`config.mk`:
```
export PLATFORM = sky130hd
export DESIGN_NAME = addr_serial_port
export DESIGN_NICKNAME = d
export VERILOG_FILES = /design/src/rtl/asp_pkg.sv /design/src/rtl/asp_sync.sv /design/src/rtl/asp_bitframe.sv /design/src/rtl/asp_engine.sv /design/src/rtl/addr_serial_port.sv
export SDC_FILE = /design/constraint.sdc
export NUM_CORES = 1
export LEC_CHECK = 0
export ABC_CLOCK_PERIOD_IN_PS = 1900
export BUFFER_PORTS_ARGS = -buffer_cell sky130_fd_sc_hd__buf_2
export CORE_AREA = 4 4 107 109
export CTS_CLUSTER_DIAMETER = 100
export CTS_CLUSTER_SIZE = 24
export DETAILED_ROUTE_END_ITERATION = 7
export DIE_AREA = 0 0 111 113
export GPL_TIMING_DRIVEN = 0
export PLACE_DENSITY = 0.7
export SETUP_SLACK_MARGIN = 0.4
export SLEW_MARGIN = 20
export SYNTH_ARGS = -nofsm -noshare
export SYNTH_HDL_FRONTEND = slang
export SYNTH_SLANG_ARGS = --single-unit
```
`constraint.sdc`:
```
create_clock -name clk -period 1.9 [get_ports clk]
set_input_delay 0 -clock clk [delete_from_list [all_inputs] [get_ports clk]]
set_output_delay 0 -clock clk [all_outputs]
set_load 0.03 [all_outputs]
```
`src/rtl/asp_pkg.sv`:
```
package asp_pkg;
   localparam int BYTE_W = 8;

   // encoding is {RS, R/W} from the start byte
   typedef enum logic [1:0] {
      ACC_IDX  = 2'b00,
      ACC_STAT = 2'b01,
      ACC_WR   = 2'b10,
      ACC_RRD  = 2'b11
   } acc_e;

   typedef enum logic [1:0] {
      PH_IDLE,
      PH_HDR,
      PH_DATA,
      PH_SKIP
   } phase_e;
endpackage

```
`src/rtl/asp_sync.sv`:
```
module asp_sync #(
   parameter int         W       = 1,
   parameter int         STAGES  = 2,
   parameter logic [W-1:0] RST_VAL = '0
) (
   input  logic         clk,
   input  logic         rst_n,
   input  logic [W-1:0] d,
   output logic [W-1:0] q
);
   if (STAGES < 2) begin : g_bad_stages
      $error("asp_sync needs at least two stages");
   end

   logic [W-1:0] stg [STAGES];

   for (genvar i = 0; i < STAGES; i++) begin : g_stg
      if (i == 0) begin : g_first
         always_ff @(posedge clk or negedge rst_n)
            if (!rst_n) stg[i] <= RST_VAL;
            else        stg[i] <= d;
      end else begin : g_next
         always_ff @(posedge clk or negedge rst_n)
            if (!rst_n) stg[i] <= RST_VAL;
            else        stg[i] <= stg[i-1];
      end
   end

   assign q = stg[STAGES-1];
endmodule

```
`src/rtl/asp_bitframe.sv`:
```
module asp_bitframe
   import asp_pkg::*;
(
   input  logic              clk,
   input  logic              rst_n,
   input  logic              cs_s,
   input  logic              sclk_s,
   input  logic              sdi_s,
   input  logic              tx_load,
   input  logic [BYTE_W-1:0] tx_val,
   output logic              sel,
   output logic              f_start,
   output logic              f_end,
   output logic              byte_done,
   output logic [BYTE_W-1:0] rx_byte,
   output logic              sdo
);
   localparam int CNT_W = $clog2(BYTE_W);

   logic              cs_d, sclk_d;
   logic              rise, fall;
   logic [CNT_W-1:0]  bit_cnt;
   logic [BYTE_W-2:0] rx_sh;
   logic [BYTE_W-1:0] tx_sh;

   assign sel     = ~cs_s;
   assign f_start = cs_d & ~cs_s;
   assign f_end   = ~cs_d & cs_s;
   assign rise    = sel & ~f_start & sclk_s & ~sclk_d;
   assign fall    = sel & ~f_start & ~sclk_s & sclk_d;

   always_ff @(posedge clk or negedge rst_n) begin
      if (!rst_n) begin
         cs_d   <= 1'b1;
         sclk_d <= 1'b1;
      end else begin
         cs_d   <= cs_s;
         sclk_d <= sclk_s;
      end
   end

   // receive: count bits, emit a byte on the last rising edge
   always_ff @(posedge clk or negedge rst_n) begin
      if (!rst_n) begin
         bit_cnt   <= '0;
         rx_sh     <= '0;
         byte_done <= 1'b0;
         rx_byte   <= '0;
      end else begin
         byte_done <= 1'b0;
         if (f_start || !sel) begin
            bit_cnt <= '0;
         end else if (rise) begin
            bit_cnt <= bit_cnt + 1'b1;
            rx_sh   <= {rx_sh[BYTE_W-3:0], sdi_s};
            if (bit_cnt == CNT_W'(BYTE_W-1)) begin
               byte_done <= 1'b1;
               rx_byte   <= {rx_sh, sdi_s};
            end
         end
      end
   end

   // transmit: new bit after every falling edge
   always_ff @(posedge clk or negedge rst_n) begin
      if (!rst_n) begin
         tx_sh <= '0;
         sdo   <= 1'b0;
      end else if (f_start) begin
         tx_sh <= '0;
         sdo   <= 1'b0;
      end else if (tx_load) begin
         tx_sh <= tx_val;
      end else if (fall) begin
         sdo   <= tx_sh[BYTE_W-1];
         tx_sh <= {tx_sh[BYTE_W-2:0], 1'b0};
      end
   end

   a_r1_restart_clears_count: assert property (@(posedge clk) disable iff (!rst_n)
      f_start |=> (bit_cnt == '0));
   a_r1_no_byte_when_idle: assert property (@(posedge clk) disable iff (!rst_n)
      (cs_s && $past(cs_s)) |-> !byte_done);
endmodule

```
`src/rtl/asp_engine.sv`:
```
module asp_engine
   import asp_pkg::*;
#(
   parameter logic [4:0]        DEV_PREFIX   = 5'b01110,
   parameter int                ADDR_W       = 8,
   parameter logic [BYTE_W-1:0] IDX_CLEAR    = 8'h01,
   parameter logic [BYTE_W-1:0] IDX_RAM_ADDR = 8'h21,
   parameter logic [BYTE_W-1:0] IDX_RAM_DATA = 8'h22,
   parameter int                BUSY_CYC     = 85
) (
   input  logic              clk,
   input  logic              rst_n,
   input  logic              id_strap,
   input  logic              sel,
   input  logic              f_start,
   input  logic              f_end,
   input  logic              byte_done,
   input  logic [BYTE_W-1:0] rx_byte,
   input  logic [BYTE_W-2:0] stat_in,
   input  logic [BYTE_W-1:0] ram_rdata,
   output logic              tx_load,
   output logic [BYTE_W-1:0] tx_val,
   output logic              sdo_oe,
   output logic              reg_wr,
   output logic [BYTE_W-1:0] reg_addr,
   output logic [BYTE_W-1:0] wr_data,
   output logic              ram_we,
   output logic              ram_re,
   output logic [ADDR_W-1:0] ram_addr
);
   localparam int BUSY_W = $clog2(BUSY_CYC + 1);

   if (ADDR_W < 1 || ADDR_W > BYTE_W) begin : g_bad_addr
      $error("ADDR_W must lie between 1 and the byte width");
   end
   if (BUSY_CYC < 1) begin : g_bad_busy
      $error("BUSY_CYC must be positive");
   end

   phase_e            phase;
   acc_e              acc;
   logic [1:0]        nb;
   logic [BYTE_W-1:0] index;
   logic [ADDR_W-1:0] wr_addr, rd_ptr;
   logic [BYTE_W-1:0] hold;
   logic              re_d;
   logic [BUSY_W-1:0] busy_cnt;
   logic              busy, hdr_ok;

   assign busy   = (busy_cnt != '0);
   assign hdr_ok = (rx_byte[BYTE_W-1:2] == {DEV_PREFIX, id_strap});
   assign reg_addr = index;

   always_ff @(posedge clk or negedge rst_n) begin
      if (!rst_n) begin
         phase    <= PH_IDLE;
         acc      <= ACC_IDX;
         nb       <= '0;
         index    <= '0;
         wr_addr  <= '0;
         rd_ptr   <= '0;
         hold     <= '0;
         re_d     <= 1'b0;
         busy_cnt <= '0;
         tx_load  <= 1'b0;
         tx_val   <= '0;
         sdo_oe   <= 1'b0;
         reg_wr   <= 1'b0;
         wr_data  <= '0;
         ram_we   <= 1'b0;
         ram_re   <= 1'b0;
         ram_addr <= '0;
      end else begin
         tx_load <= 1'b0;
         reg_wr  <= 1'b0;
         ram_we  <= 1'b0;
         ram_re  <= 1'b0;
         re_d    <= ram_re;
         if (re_d) hold <= ram_rdata;
         if (busy) busy_cnt <= busy_cnt - 1'b1;

         if (f_start) begin
            phase  <= PH_HDR;
            nb     <= '0;
            sdo_oe <= 1'b0;
         end else if (f_end || !sel) begin
            phase  <= PH_IDLE;
            sdo_oe <= 1'b0;
         end else if (byte_done) begin
            unique case (phase)
               PH_HDR: begin
                  if (hdr_ok) begin
                     phase <= PH_DATA;
                     acc   <= acc_e'(rx_byte[1:0]);
                     if (rx_byte[0]) begin
                        sdo_oe  <= 1'b1;
                        tx_load <= 1'b1;
                        tx_val  <= rx_byte[1] ? '0 : {busy, stat_in};
                     end
                  end else begin
                     phase <= PH_SKIP;
                  end
               end
               PH_DATA: begin
                  unique case (acc)
                     ACC_IDX: if (!busy) index <= rx_byte;
                     ACC_WR: begin
                        if (!busy) begin
                           wr_data <= rx_byte;
                           if (index == IDX_RAM_DATA) begin
                              ram_we   <= 1'b1;
                              ram_addr <= wr_addr;
                              wr_addr  <= wr_addr + 1'b1;
                           end else if (index == IDX_RAM_ADDR) begin
                              wr_addr <= rx_byte[ADDR_W-1:0];
                           end else begin
                              reg_wr <= 1'b1;
                              if (index == IDX_CLEAR) busy_cnt <= BUSY_W'(BUSY_CYC);
                           end
                        end
                     end
                     ACC_STAT: begin
                        tx_load <= 1'b1;
                        tx_val  <= {busy, stat_in};
                     end
                     ACC_RRD: begin
                        tx_load <= 1'b1;
                        ram_re  <= 1'b1;
                        if (nb == 2'd0) begin
                           tx_val   <= '0;
                           ram_addr <= wr_addr;
                           rd_ptr   <= wr_addr + 1'b1;
                        end else begin
                           tx_val   <= hold;
                           ram_addr <= rd_ptr;
                           rd_ptr   <= rd_ptr + 1'b1;
                        end
                        if (nb == 2'd2) wr_addr <= wr_addr + 1'b1;
                        else            nb <= nb + 1'b1;
                     end
                     default: ;
                  endcase
               end
               default: ;
            endcase
         end
      end
   end

   a_r9_busy_blocks_writes: assert property (@(posedge clk) disable iff (!rst_n)
      (busy && $past(busy)) |-> !(reg_wr || ram_we));
   a_r3_skip_is_silent: assert property (@(posedge clk) disable iff (!rst_n)
      (phase == PH_SKIP) |-> !(reg_wr || ram_we || sdo_oe));
   a_r10_write_never_drives: assert property (@(posedge clk) disable iff (!rst_n)
      (phase == PH_DATA && !acc[0]) |-> !sdo_oe);
   a_r10_release_on_deselect: assert property (@(posedge clk) disable iff (!rst_n)
      f_end |=> !sdo_oe);
   a_r6_addr_steps: assert property (@(posedge clk) disable iff (!rst_n)
      ram_we |-> (wr_addr == ADDR_W'(ram_addr + 1'b1)));
   a_r7_first_dummy: assert property (@(posedge clk) disable iff (!rst_n)
      (tx_load && $rose(sdo_oe) && acc == ACC_RRD) |-> (tx_val == '0));
   a_r6_one_strobe: assert property (@(posedge clk) disable iff (!rst_n)
      $countones({reg_wr, ram_we, ram_re}) <= 1);
endmodule

```
`src/rtl/addr_serial_port.sv`:
```
module addr_serial_port
   import asp_pkg::*;
#(
   parameter logic [4:0]        DEV_PREFIX   = 5'b01110,
   parameter int                ADDR_W       = 8,
   parameter int                SYNC_STAGES  = 2,
   parameter logic [BYTE_W-1:0] IDX_CLEAR    = 8'h01,
   parameter logic [BYTE_W-1:0] IDX_RAM_ADDR = 8'h21,
   parameter logic [BYTE_W-1:0] IDX_RAM_DATA = 8'h22,
   parameter int                BUSY_CYC     = 85
) (
   input  logic              clk,
   input  logic              rst_n,
   input  logic              id_strap,
   input  logic              cs_n,
   input  logic              sclk,
   input  logic              sdi,
   output logic              sdo,
   output logic              sdo_oe,
   input  logic [BYTE_W-2:0] stat_in,
   output logic              reg_wr,
   output logic [BYTE_W-1:0] reg_addr,
   output logic [BYTE_W-1:0] wr_data,
   output logic              ram_we,
   output logic              ram_re,
   output logic [ADDR_W-1:0] ram_addr,
   input  logic [BYTE_W-1:0] ram_rdata
);
   logic [2:0]        pins_s;
   logic              sel, f_start, f_end, byte_done, tx_load;
   logic [BYTE_W-1:0] rx_byte, tx_val;

   // chip-select and clock reset to their idle-high level
   asp_sync #(.W(3), .STAGES(SYNC_STAGES), .RST_VAL(3'b110)) u_sync (
      .clk(clk), .rst_n(rst_n), .d({cs_n, sclk, sdi}), .q(pins_s)
   );

   asp_bitframe u_frame (
      .clk(clk), .rst_n(rst_n),
      .cs_s(pins_s[2]), .sclk_s(pins_s[1]), .sdi_s(pins_s[0]),
      .tx_load(tx_load), .tx_val(tx_val),
      .sel(sel), .f_start(f_start), .f_end(f_end),
      .byte_done(byte_done), .rx_byte(rx_byte), .sdo(sdo)
   );

   asp_engine #(
      .DEV_PREFIX(DEV_PREFIX), .ADDR_W(ADDR_W), .IDX_CLEAR(IDX_CLEAR),
      .IDX_RAM_ADDR(IDX_RAM_ADDR), .IDX_RAM_DATA(IDX_RAM_DATA), .BUSY_CYC(BUSY_CYC)
   ) u_eng (
      .clk(clk), .rst_n(rst_n), .id_strap(id_strap),
      .sel(sel), .f_start(f_start), .f_end(f_end),
      .byte_done(byte_done), .rx_byte(rx_byte),
      .stat_in(stat_in), .ram_rdata(ram_rdata),
      .tx_load(tx_load), .tx_val(tx_val), .sdo_oe(sdo_oe),
      .reg_wr(reg_wr), .reg_addr(reg_addr), .wr_data(wr_data),
      .ram_we(ram_we), .ram_re(ram_re), .ram_addr(ram_addr)
   );
endmodule

```
Word level (Yosys, flattened, before mapping). Cells that the tools add are included. W data, S select, Z words.

Bits in registers: 111. Bits in latches: 0. RAM bits: 0. Memory bits (read-only): 0. Bits of input ports: 21. Output and inout bits: 29. Logic and storage cells: 180. Memories kept: 0.

Add/sub/neg operators: 5. $mul: 0. Divide/modulo/power cells: 0. $lt $le $gt $ge: 0. Eq/ne operators: 21. Shifts and indexed selects: 0. Multiplexer cells: 81. Bitwise logic cells: 15. Reduce and logical (&&, ||, !) cells: 31.

Operators with widths (count): $mux W8 (15); $mux W7 (10); $pmux W8 S2 (4); $mux W1 (39); $mux W2 (10); $add A8 B1 Y8 const B (2); $eq A8 B6 Y1 const B (2); $reduce_and A5 Y1 (3); $reduce_bool A3 Y1 (5); $reduce_and A7 Y1 (2); $reduce_bool A2 Y1 (7); $reduce_and A6 Y1 (2); $ne A2 B2 Y1 const B (5); $eq A2 B2 Y1 const B (4); $eq A8 B1 Y1 const B (1); $not A1 Y1 (8); $reduce_and A8 Y1 (1); $and A1 B1 Y1 (7); $reduce_bool A7 Y1 (1); $sub A7 B1 Y7 const B (1); $eq A6 B5 Y1 (1); $mux W3 (2); $ne A2 B1 Y1 const B (3); $reduce_and A2 Y1 (3); 12 further kinds (15).

Logic depth before layout (Yosys ltp). Gate-level depths: netlist of run 1.

Depth after elaboration: 11. Mapped depth: 9. Mapped depth without buffers: 8.

Cells and area by module. Synthesis of run 1 repeated with hierarchy kept, for this count alone.

Cells, all modules: 455. Area total of the unflattened synthesis: 5270.1 µm².

By module, submodules not included: asp_engine (times used 1, cells an instance 354, area an instance 3819.9 µm², seq. area each 1876.8 µm²); asp_bitframe (times used 1, cells an instance 92, area an instance 1272.5 µm², seq. area each 753.2 µm²); asp_sync (times used 1, cells an instance 9, area an instance 177.7 µm², seq. area each 155.1 µm²).

Least setup slack after synthesis of run 1. OpenSTA, ideal clock, no wires.

Kind: register -> register. From: reg u_eng.index[2], in the netlist u_eng.reg_addr[2]. To: reg u_eng.busy_cnt[1]. Setup time: 0.132 ns. Arrival: 2.097 ns. Data required time: 1.768 ns. Path slack: -0.329 ns. Cell stages (with the launch flop): 6. Buffers on the path: 0. Period minus slack after synthesis: 2.229 ns. Path through: dfrtp_1 or4_4 or2_4 or4b_4 o311ai_1 o21ai_1.

Longest elaborated chain between the ends: 10. Elaborated cells between the ends (all ways): 12. Classes of those cells: eq/ne: 3; mux: 9.

RTL lines: start, declared (RTL line asp_engine.sv:43) `logic [BYTE_W-1:0] index;`; start signal, assigned (RTL line asp_engine.sv:106) `ACC_IDX: if (!busy) index <= rx_byte;`; $eq A8 B1 Y1 (RTL line asp_engine.sv:118) `if (index == IDX_CLEAR) busy_cnt <= BUSY_W'(BUSY_CYC);`; $mux W7 (RTL line asp_engine.sv:118); $mux W7 (RTL line asp_engine.sv:114) `end else if (index == IDX_RAM_ADDR) begin`; $mux W7 (*) (RTL line asp_engine.sv:110) `if (index == IDX_RAM_DATA) begin`; $mux W7 (*) (RTL line asp_engine.sv:108) `if (!busy) begin`; $mux W7 (*) (RTL line asp_engine.sv:105) `unique case (acc)`; $mux W7 (*) (RTL line asp_engine.sv:90) `unique case (phase)`; $mux W7 (*) (RTL line asp_engine.sv:89) `end else if (byte_done) begin`; $mux W7 (*) (RTL line asp_engine.sv:86) `end else if (f_end || !sel) begin`; $mux W7 (*) (RTL line asp_engine.sv:82) `if (f_start) begin`; end signal, assigned (RTL line asp_engine.sv:80) `if (busy) busy_cnt <= busy_cnt - 1'b1;`; end signal, assigned (RTL line asp_engine.sv:118); end, declared (RTL line asp_engine.sv:47) `logic [BUSY_W-1:0] busy_cnt;`.

Mark *: on every way between the ends. The rest lies on a longest branch, timed or not. A chain may end at the register's enable or synchronous reset.

Worst setup path after layout of run 1. Same ends and word-level chain as after synthesis.

==> key figures, run 1 <==
Detailed routing
  • Per-cell routed wire length: 17.5 um
  • Amount of wire on met3 after detailed routing: 554 um
  • Number of remaining DRC errors: 0
  • Metal1 wirelength: 5770 um
  • Total length of routed met2 wires: 6300 um
  • Residual antenna-violating net count after detailed routing: 0
  • Vias post-DR: 4035
  • Highest metal layer with signal wires: met4
  • Number of search-and-repair iterations in the first detailed-routing pass: 4
  • Routed vias/inst: 5.50
  • Number of DRC violations after detailed-routing iteration 0: 251
  • Total wirelength of the detailed-routed design: 12900 um

Power and ir drop
  • Peak VDD IR: 0.652 mV
  • Power consumption: 4.20 mW
  • Power per cell area: 585 nW/um2
  • Pleak: 3.47 nW

Global route
  • Maximum number of pins on one net before global-route repair: 84
  • Leftover overflow at the end of global routing: 0
  • Overall track demand over capacity in global routing: 20.7%
  • Via count of the first global-routing pass: 4153
  • Wire length of the first global-routing pass: 21100 um
  • Number of antenna violations at the first check in global routing: 0

Timing
  • Max-slew violation count: 0
  • Fin Clk Skew: 13.9 ps
  • Setup violation total in the final timing report: 21
  • Share of the clock period used by the worst path: 116%
  • Actual transition at the worst max-transition pin: 478 ps
  • Tmin final: 2200 ps
  • Worst Setup Slack, final: -299 ps
  • Normalized max-slew margin: 68.0%
  • Max Clock Freq: 0.455 GHz
  • Setup repair after global routing missed its margin: true
  • Final-report hold violation count: 0

Critical path
  • Worst Setup End Kind: register
  • CP Class: reg2reg
  • Required @ worst endpoint: 2160 ps
  • Worst setup path start: u_eng.reg_addr[2]
  • Worst flop-to-flop path startpoint: u_eng.reg_addr[2]
  • Endpoint of the most critical register-to-register path: u_eng.busy_cnt[1]
  • End point of the critical path: u_eng.busy_cnt[1]
  • Arrival time of the worst setup path: 2460 ps
  • Register-to-register setup slack: -300 ps
  • Category of the worst setup path launch point: register
  • Critical-path maximum fanout: 2
  • Cell count of the worst reg-to-reg path: 5

Synthesis
  • Synthesized instance count: 455
  • Share of synthesized area occupied by flip-flops and latches: 54.4%
  • Post-synth net total: 486
  • YS warnings: 0
  • Main synth FF type: dfrtp_1
  • Post-synthesis register bit count: 111
  • Mapped cell area: 5120 um2
  • Average instance area after synthesis: 11.3 um2
  • Number of different library cells in the post-synthesis netlist: 52
  • Async set-reset flop share out of synthesis: 100%
  • Number of synthesized flops with an enable pin: 0

Floorplan
  • Floorplan die area: 12500 um2
  • Placement Rows: 38
  • Initial Utilization: 48.3%
  • Floorplan Core Area: 10600 um2
  • Count of boundary I/O pins: 50
  • Floorplan die height: 113 um
  • Die extent in x: 111 um

Placement
  • Placed cell area: 5760 um2
  • Final weighted congestion in routability-driven placement: 0.923
  • Pre-CTS setup slack: -433 ps
  • Sum of net half-perimeters after detailed placement: 7800 um
  • IO buf count: 49

Final layout
  • Final cell area excluding filler cells: 7180 um2
  • Layout cells sized above 1: 48.2%
  • Fill cell instance count of the final layout: 744
  • Area added between synthesis and finish: 40.1%
  • Layout net count: 619
  • Number of antenna repair diodes: 0

Min path
  • Worst min-delay path class: in2async

CTS
  • Clock buffer depth: 2
  • Clock Sink Count: 111
  • Clock root buffer: clkbuf_8
  • Number of H-tree branching levels: 3
  • Clock latency on the worst-skew pair: 380 ps
  • TritonCTS clock tree: done
  • Clock edge transition at the registers on the reported setup and hold paths: 100 ps
  • Cts bufs inserted: 9

Outcome
  • Violations in the final reports: setup timing
  • Outcome: complete, but fails checks

Run
  • Maximum Capacitance Violations: 0
## report_power, final
group	switching, mW	internal (mW)
Clock	0.810	0.647
Sequential	0.0441	2.42
Combinational	0.124	0.156
## state kept, by name, summed over array words and instances, names as in the netlist, 3 cells and up
register / flops
u_eng.wr_addr: 8
u_eng.wr_data: 8
u_sync.stg: 3
u_frame.rx_sh: 7
u_frame.tx_sh: 8
u_eng.busy_cnt: 7
u_frame.bit_cnt: 3
u_frame.rx_byte: 8
u_eng.hold: 8
u_sync.q: 3
u_eng.tx_val: 8
u_eng.rd_ptr: 8
u_eng.ram_addr: 8
u_eng.reg_addr: 8
## final cells by class
type / count / area, um2 / area share, %
inverters: 13 / 56.3 / 0.784
plain buffers: 20 / 194 / 2.70
clock inverters: 5 / 56.3 / 0.784
flip-flops and latches: 111 / 2790 / 38.9
repair buffers: 121 / 1010 / 14.1
clock buffers: 11 / 141 / 1.97
well taps: 140 / 175 / 2.44
multi-input cells: 312 / 2750 / 38.3
## critical path, cell delays in order (launching register included)
cell	delay [ps]
dfrtp_2	420
or4_4	550
or2_4	250
or4b_4	500
o311ai_2	240
o21ai_1	120
## layer usage
| metal | global-route usage [%] | vias up |
|---|---|---|
| met5 | 0 | - |
| met4 | 5.17 | 0 |
| met3 | 5.78 | 22 |
| met2 | 33.4 | 93 |
| li1 | - | 1882 |
| met1 | 28.1 | 2038 |
## worst min path at each step
stage                     depth (start not counted)              end  slack (ps)  start
after floorplan                                   0     u_eng.acc[0]        -300  rst_n
after global placement                            1    u_sync.stg[4]         100   sclk
after detailed placement                          1  u_eng.tx_val[4]        -110  rst_n
after CTS                                         2  u_eng.tx_val[4]          40  rst_n
after global routing                              2  u_eng.tx_val[4]          50  rst_n
final                                             2  u_eng.tx_val[4]          40  rst_n
## logic make-up (layout without fill, tap and decap cells)
| family | after synthesis | after routing | share of synthesized area (%) |
|---|---|---|---|
| and+or+nand+nor | 132 | 133 | 12.6 |
| adders and majority gates | 10 | 10 | 2.44 |
| xor gates and xnor gates | 15 | 15 | 2.56 |
| buffers and inverters | 33 | 170 | 2.54 |
| AOI/OAI and AO/OA | 85 | 85 | 10.6 |
| muxes | 69 | 69 | 14.9 |
| DFF | 111 | 111 | 54.4 |
## timing repair
item / 4_1_cts / 5_1_grt
hold buffers: 18 / 0
resized for setup: 96 / 66
pin swaps: 22 / 20
cloned: 4 / 1
endpoints found under the hold margin: 122 / 0
setup buffers: 39 / 10
endpoints found under the setup margin: 84 / 85
## Yosys cell counts, types with 3 or more instances
| cell type | instances | area share [%] |
|---|---|---|
| buf_2 | 4 | 0.39 |
| ha_1 | 10 | 2.4 |
| nand3_1 | 14 | 1.4 |
| xnor2_1 | 11 | 1.9 |
| xor2_1 | 4 | 0.68 |
| mux2i_1 | 10 | 2.0 |
| o22ai_1 | 8 | 0.98 |
| nor2_1 | 29 | 2.1 |
| a22o_1 | 7 | 1.2 |
| a22oi_1 | 8 | 1.2 |
| nand2_1 | 48 | 3.5 |
| dfstp_2 | 6 | 3.1 |
| dfrtp_1 | 105 | 51 |
| a21oi_1 | 18 | 1.8 |
| o21ai_0 | 28 | 2.7 |
| nand4_1 | 4 | 0.49 |
| nor2b_1 | 5 | 0.61 |
| inv_1 | 13 | 0.95 |
| mux2_2 | 59 | 13 |
| nor4_1 | 3 | 0.37 |
| clkbuf_1 | 15 | 1.1 |
| and3_1 | 4 | 0.49 |
| nor3_1 | 5 | 0.49 |
## layout by cell type (no fill, tap or decap), types with 6 or more instances in the layout
cell type,n
o22ai_1,7
o21ai_0,13
o21ai_1,6
nand3_1,11
a22o_1,7
a22oi_1,7
dfrtp_2,7
mux2_4,34
dlygate4sd3_1,18
dfrtp_1,98
mux2i_1,9
buf_8,6
buf_6,23
a21oi_1,13
nand2_2,9
nand2_1,36
o21ai_2,12
buf_4,27
nor2_1,25
clkbuf_8,12
buf_2,48
dfstp_2,6
inv_1,8
xnor2_1,10
ha_1,6
mux2_2,25
## per-stage QoR
stage	instances	TNS [ps]	hold WS, ps	util (%)
after floorplan	455	-3260	-296	-
after global placement	644	-51250	105	54.0
after global routing	733	-6030	49.8	67.7
after detailed placement	645	-8370	-107	54.3
final	733	-4740	44.7	67.7
after CTS	722	-3780	39.0	64.5
(Power assumes the default switching activity.)
==> run 2, diff against run 1 <==
--- a/config.mk
+++ b/config.mk
@@ -5,7 +5,7 @@
 export SDC_FILE = /design/constraint.sdc
 export NUM_CORES = 1
 export LEC_CHECK = 0
-export ABC_CLOCK_PERIOD_IN_PS = 1900
+export ABC_CLOCK_PERIOD_IN_PS = 2400
 export BUFFER_PORTS_ARGS = -buffer_cell sky130_fd_sc_hd__buf_2
 export CORE_AREA = 4 4 107 109
 export CTS_CLUSTER_DIAMETER = 100
@@ -13,7 +13,8 @@
 export DETAILED_ROUTE_END_ITERATION = 7
 export DIE_AREA = 0 0 111 113
 export GPL_TIMING_DRIVEN = 0
-export PLACE_DENSITY = 0.7
+export HOLD_SLACK_MARGIN = 0.15
+export PLACE_DENSITY = 0.68
 export SETUP_SLACK_MARGIN = 0.4
 export SLEW_MARGIN = 20
 export SYNTH_ARGS = -nofsm -noshare
==> constraint.sdc (replaced) <==
create_clock -name clk -period 2.4 [get_ports clk]
set_input_delay 0 -clock clk [delete_from_list [all_inputs] [get_ports clk]]
set_output_delay 0 -clock clk [all_outputs]
set_load 0.03 [all_outputs]
==> run 2 against run 1 <==
Net effect: the run now ends clean; critical path depth increased by 3; clock skew decreased by 2.8 ps; non-clock buffer count decreased by 36; count of clock-buffer cells in the layout decreased by 2.
==> key figures, run 2 (synthesized netlist as in run 1, its figures left out) <==
Outcome
  • Outcome: finished, final reports clean

CTS
  • Clock root buffer: clkbuf_8
  • TritonCTS clock tree: done
  • Clock Sink Count: 111 (unchanged)
  • Clock latency on the worst-skew pair: 380 ps (about the same)
  • Clock buffer depth: 2 (unchanged)
  • Clock edge transition at the registers on the reported setup and hold paths: 110 ps (about the same)
  • Cts bufs inserted: 9 (unchanged)
  • Number of H-tree branching levels: 3 (unchanged)

Floorplan
  • Count of boundary I/O pins: 50 (unchanged)
  • Floorplan die height: 113 um (unchanged)
  • Initial Utilization: 48.3% (unchanged)
  • Floorplan Core Area: 10600 um2 (unchanged)
  • Placement Rows: 38 (unchanged)
  • Floorplan die area: 12500 um2 (unchanged)
  • Die extent in x: 111 um (unchanged)

Detailed routing
  • Residual antenna-violating net count after detailed routing: 0 (unchanged)
  • Routed vias/inst: 5.34 (-3.0%)
  • Vias post-DR: 3716 (-7.9%)
  • Number of DRC violations after detailed-routing iteration 0: 164 (-35%)
  • Number of search-and-repair iterations in the first detailed-routing pass: 4 (unchanged)
  • Per-cell routed wire length: 16.2 um (-7.8%)
  • Total wirelength of the detailed-routed design: 11300 um (-12%)
  • Number of remaining DRC errors: 0 (unchanged)

Critical path
  • Register-to-register setup slack: 190 ps (+490 ps)
  • CP Class: reg2reg
  • Required @ worst endpoint: 2670 ps (+510 ps)
  • Cell family contributing the most delay on the critical path: simple AND/OR/NAND/NOR gates
  • Arrival time of the worst setup path: 2470 ps (about the same)
  • Count of buffering cells on the critical path with inverters included: 3 (+3)
  • Category of the worst setup path launch point: register
  • Cell-by-cell trace of the critical path: or4_4 -> buf_4 -> buf_6 -> nor3_4 -> a21oi_2 -> nor2_4 -> buf_12 -> mux2_2
  • Critical-path maximum fanout: 8 (+6)
  • Worst Setup End Kind: register
  • Slowest stage cell, crit path: or4_4
  • Largest incremental delay on the critical path: 550 ps (about the same)

Final layout
  • Layout cells sized above 1: 35.6% (-13 points)
  • Final instance count without filler cells: 696 (-5.0%)
  • Utilization after layout: 59.6% (-8.1 points)
  • Number of antenna repair diodes: 0 (unchanged)
  • Fill cell instance count of the final layout: 887 (+19%)
  • Area added between synthesis and finish: 23.4%
  • Most used cells in the layout excluding fill and tap cells: dfrtp_1 (103), mux2_2 (57), buf_2 (51), nand2_1 (48), o21ai_0 (26)
  • Final cell area excluding filler cells: 6320 um2 (-12%)
  • Most frequent standard cell in the layout excluding fill and tap cells: dfrtp_1
  • Layout net count: 582 (-6.0%)

Global route
  • Leftover overflow at the end of global routing: 0 (unchanged)
  • Wire length of the first global-routing pass: 18800 um (-11%)
  • Overall track demand over capacity in global routing: 18.6% (-2.2 points)
  • Number of antenna violations at the first check in global routing: 0 (unchanged)
  • Via count of the first global-routing pass: 3808 (-8.3%)
  • Maximum number of pins on one net before global-route repair: 83 (-1.2%)

Placement
  • IO buf count: 49 (unchanged)
  • Final weighted congestion in routability-driven placement: 0.898 (-2.7%)
  • Pre-CTS setup slack: 53.6 ps (+487 ps)
  • Number of placed instances, taps included: 645 (unchanged)
  • Sum of net half-perimeters after detailed placement: 7530 um (-3.4%)
  • Placed cell area: 5590 um2 (-2.8%)

Min path
  • Worst min-delay path class: in2async

Timing
  • Setup violation total in the final timing report: 0 (-100%)
  • Final-report hold violation count: 0 (unchanged)
  • Tmin final: 2210 ps (+7.27 ps)
  • Max Clock Freq: 0.453 GHz (-0.33%)
  • Actual transition at the worst max-transition pin: 528 ps (+50.3 ps)
  • Normalized max-slew margin: 64.8% (-3.2 points)
  • Fin Clk Skew: 11.1 ps (-2.77 ps)
  • Max-slew violation count: 0 (unchanged)
  • Setup repair after global routing missed its margin: true
  • Worst Setup Slack, final: 193 ps (+493 ps)
  • Worst hold margin: 174 ps (+130 ps)
  • Share of the clock period used by the worst path: 91.9% (-24 points)
  • Setup TNS: 0 ps (+4740 ps)

Run
  • Maximum Capacitance Violations: 0 (unchanged)

Power and ir drop
  • Peak VDD IR: 0.412 mV (-37%)
  • Pleak: 3.05 nW (-12%)
  • Power per cell area: 514 nW/um2 (-12%)
  • Power consumption: 3.25 mW (-23%)
run 2: final timing paths:
check	from	endpoint	cells after the start
setup / recovery	u_eng.reg_addr[2]	u_eng.ram_addr[2]	8
hold / removal	rst_n	u_frame.cs_d	2
setup reg to reg	u_eng.reg_addr[2]	u_eng.ram_addr[2]	8
hold reg to reg	u_sync.stg[3]	u_sync.q[0]	0
max in group asynchronous	rst_n	u_eng.tx_val[1]	3
min in group clk	stat_in[6]	u_eng.tx_val[6]	5
run 2: routing by layer:
metal  routed length, um  vias up  track usage [%]
met5                   0        -                0
li1                    -     1802                -
met3                 458       17             3.96
met2                5250       78             28.5
met4                 215        0             7.96
met1                5340     1819             25.8
run 2: where the power goes:
part	internal, mW	switching (mW)	leakage (nW)
combinational	0.0789	0.0789	1.45
clock	0.493	0.654	0.0929
sequential	1.91	0.0292	1.51
run 2: layout make-up:
cell class,instances,area (um2),area share [%]
flip-flops and latches,111,2790,44.1
multi-input cells,311,2370,37.5
repair buffers,85,632,9.99
well taps,140,175,2.77
clock buffers,9,124,1.96
plain buffers,20,106,1.68
clock inverters,7,78.8,1.25
inverters,13,48.8,0.772
run 2: worst register-to-register path: stages, from the launching register on:
cell and delay, ps:
dfrtp_2 420, or4_4 550, buf_4 160, buf_6 120, nor3_4 180, a21oi_2 100, nor2_4 110, buf_12 130
mux2_2 330
run 2: repair_timing:
action | CTS | global route
setup buffers | 9 | 5
pin swaps | 5 | 7
gates cloned | 2 | 0
endpoints found under the setup margin | 53 | 53
endpoints found under the hold margin | 128 | 0
hold buffers | 19 | 0
gates resized for setup | 29 | 27
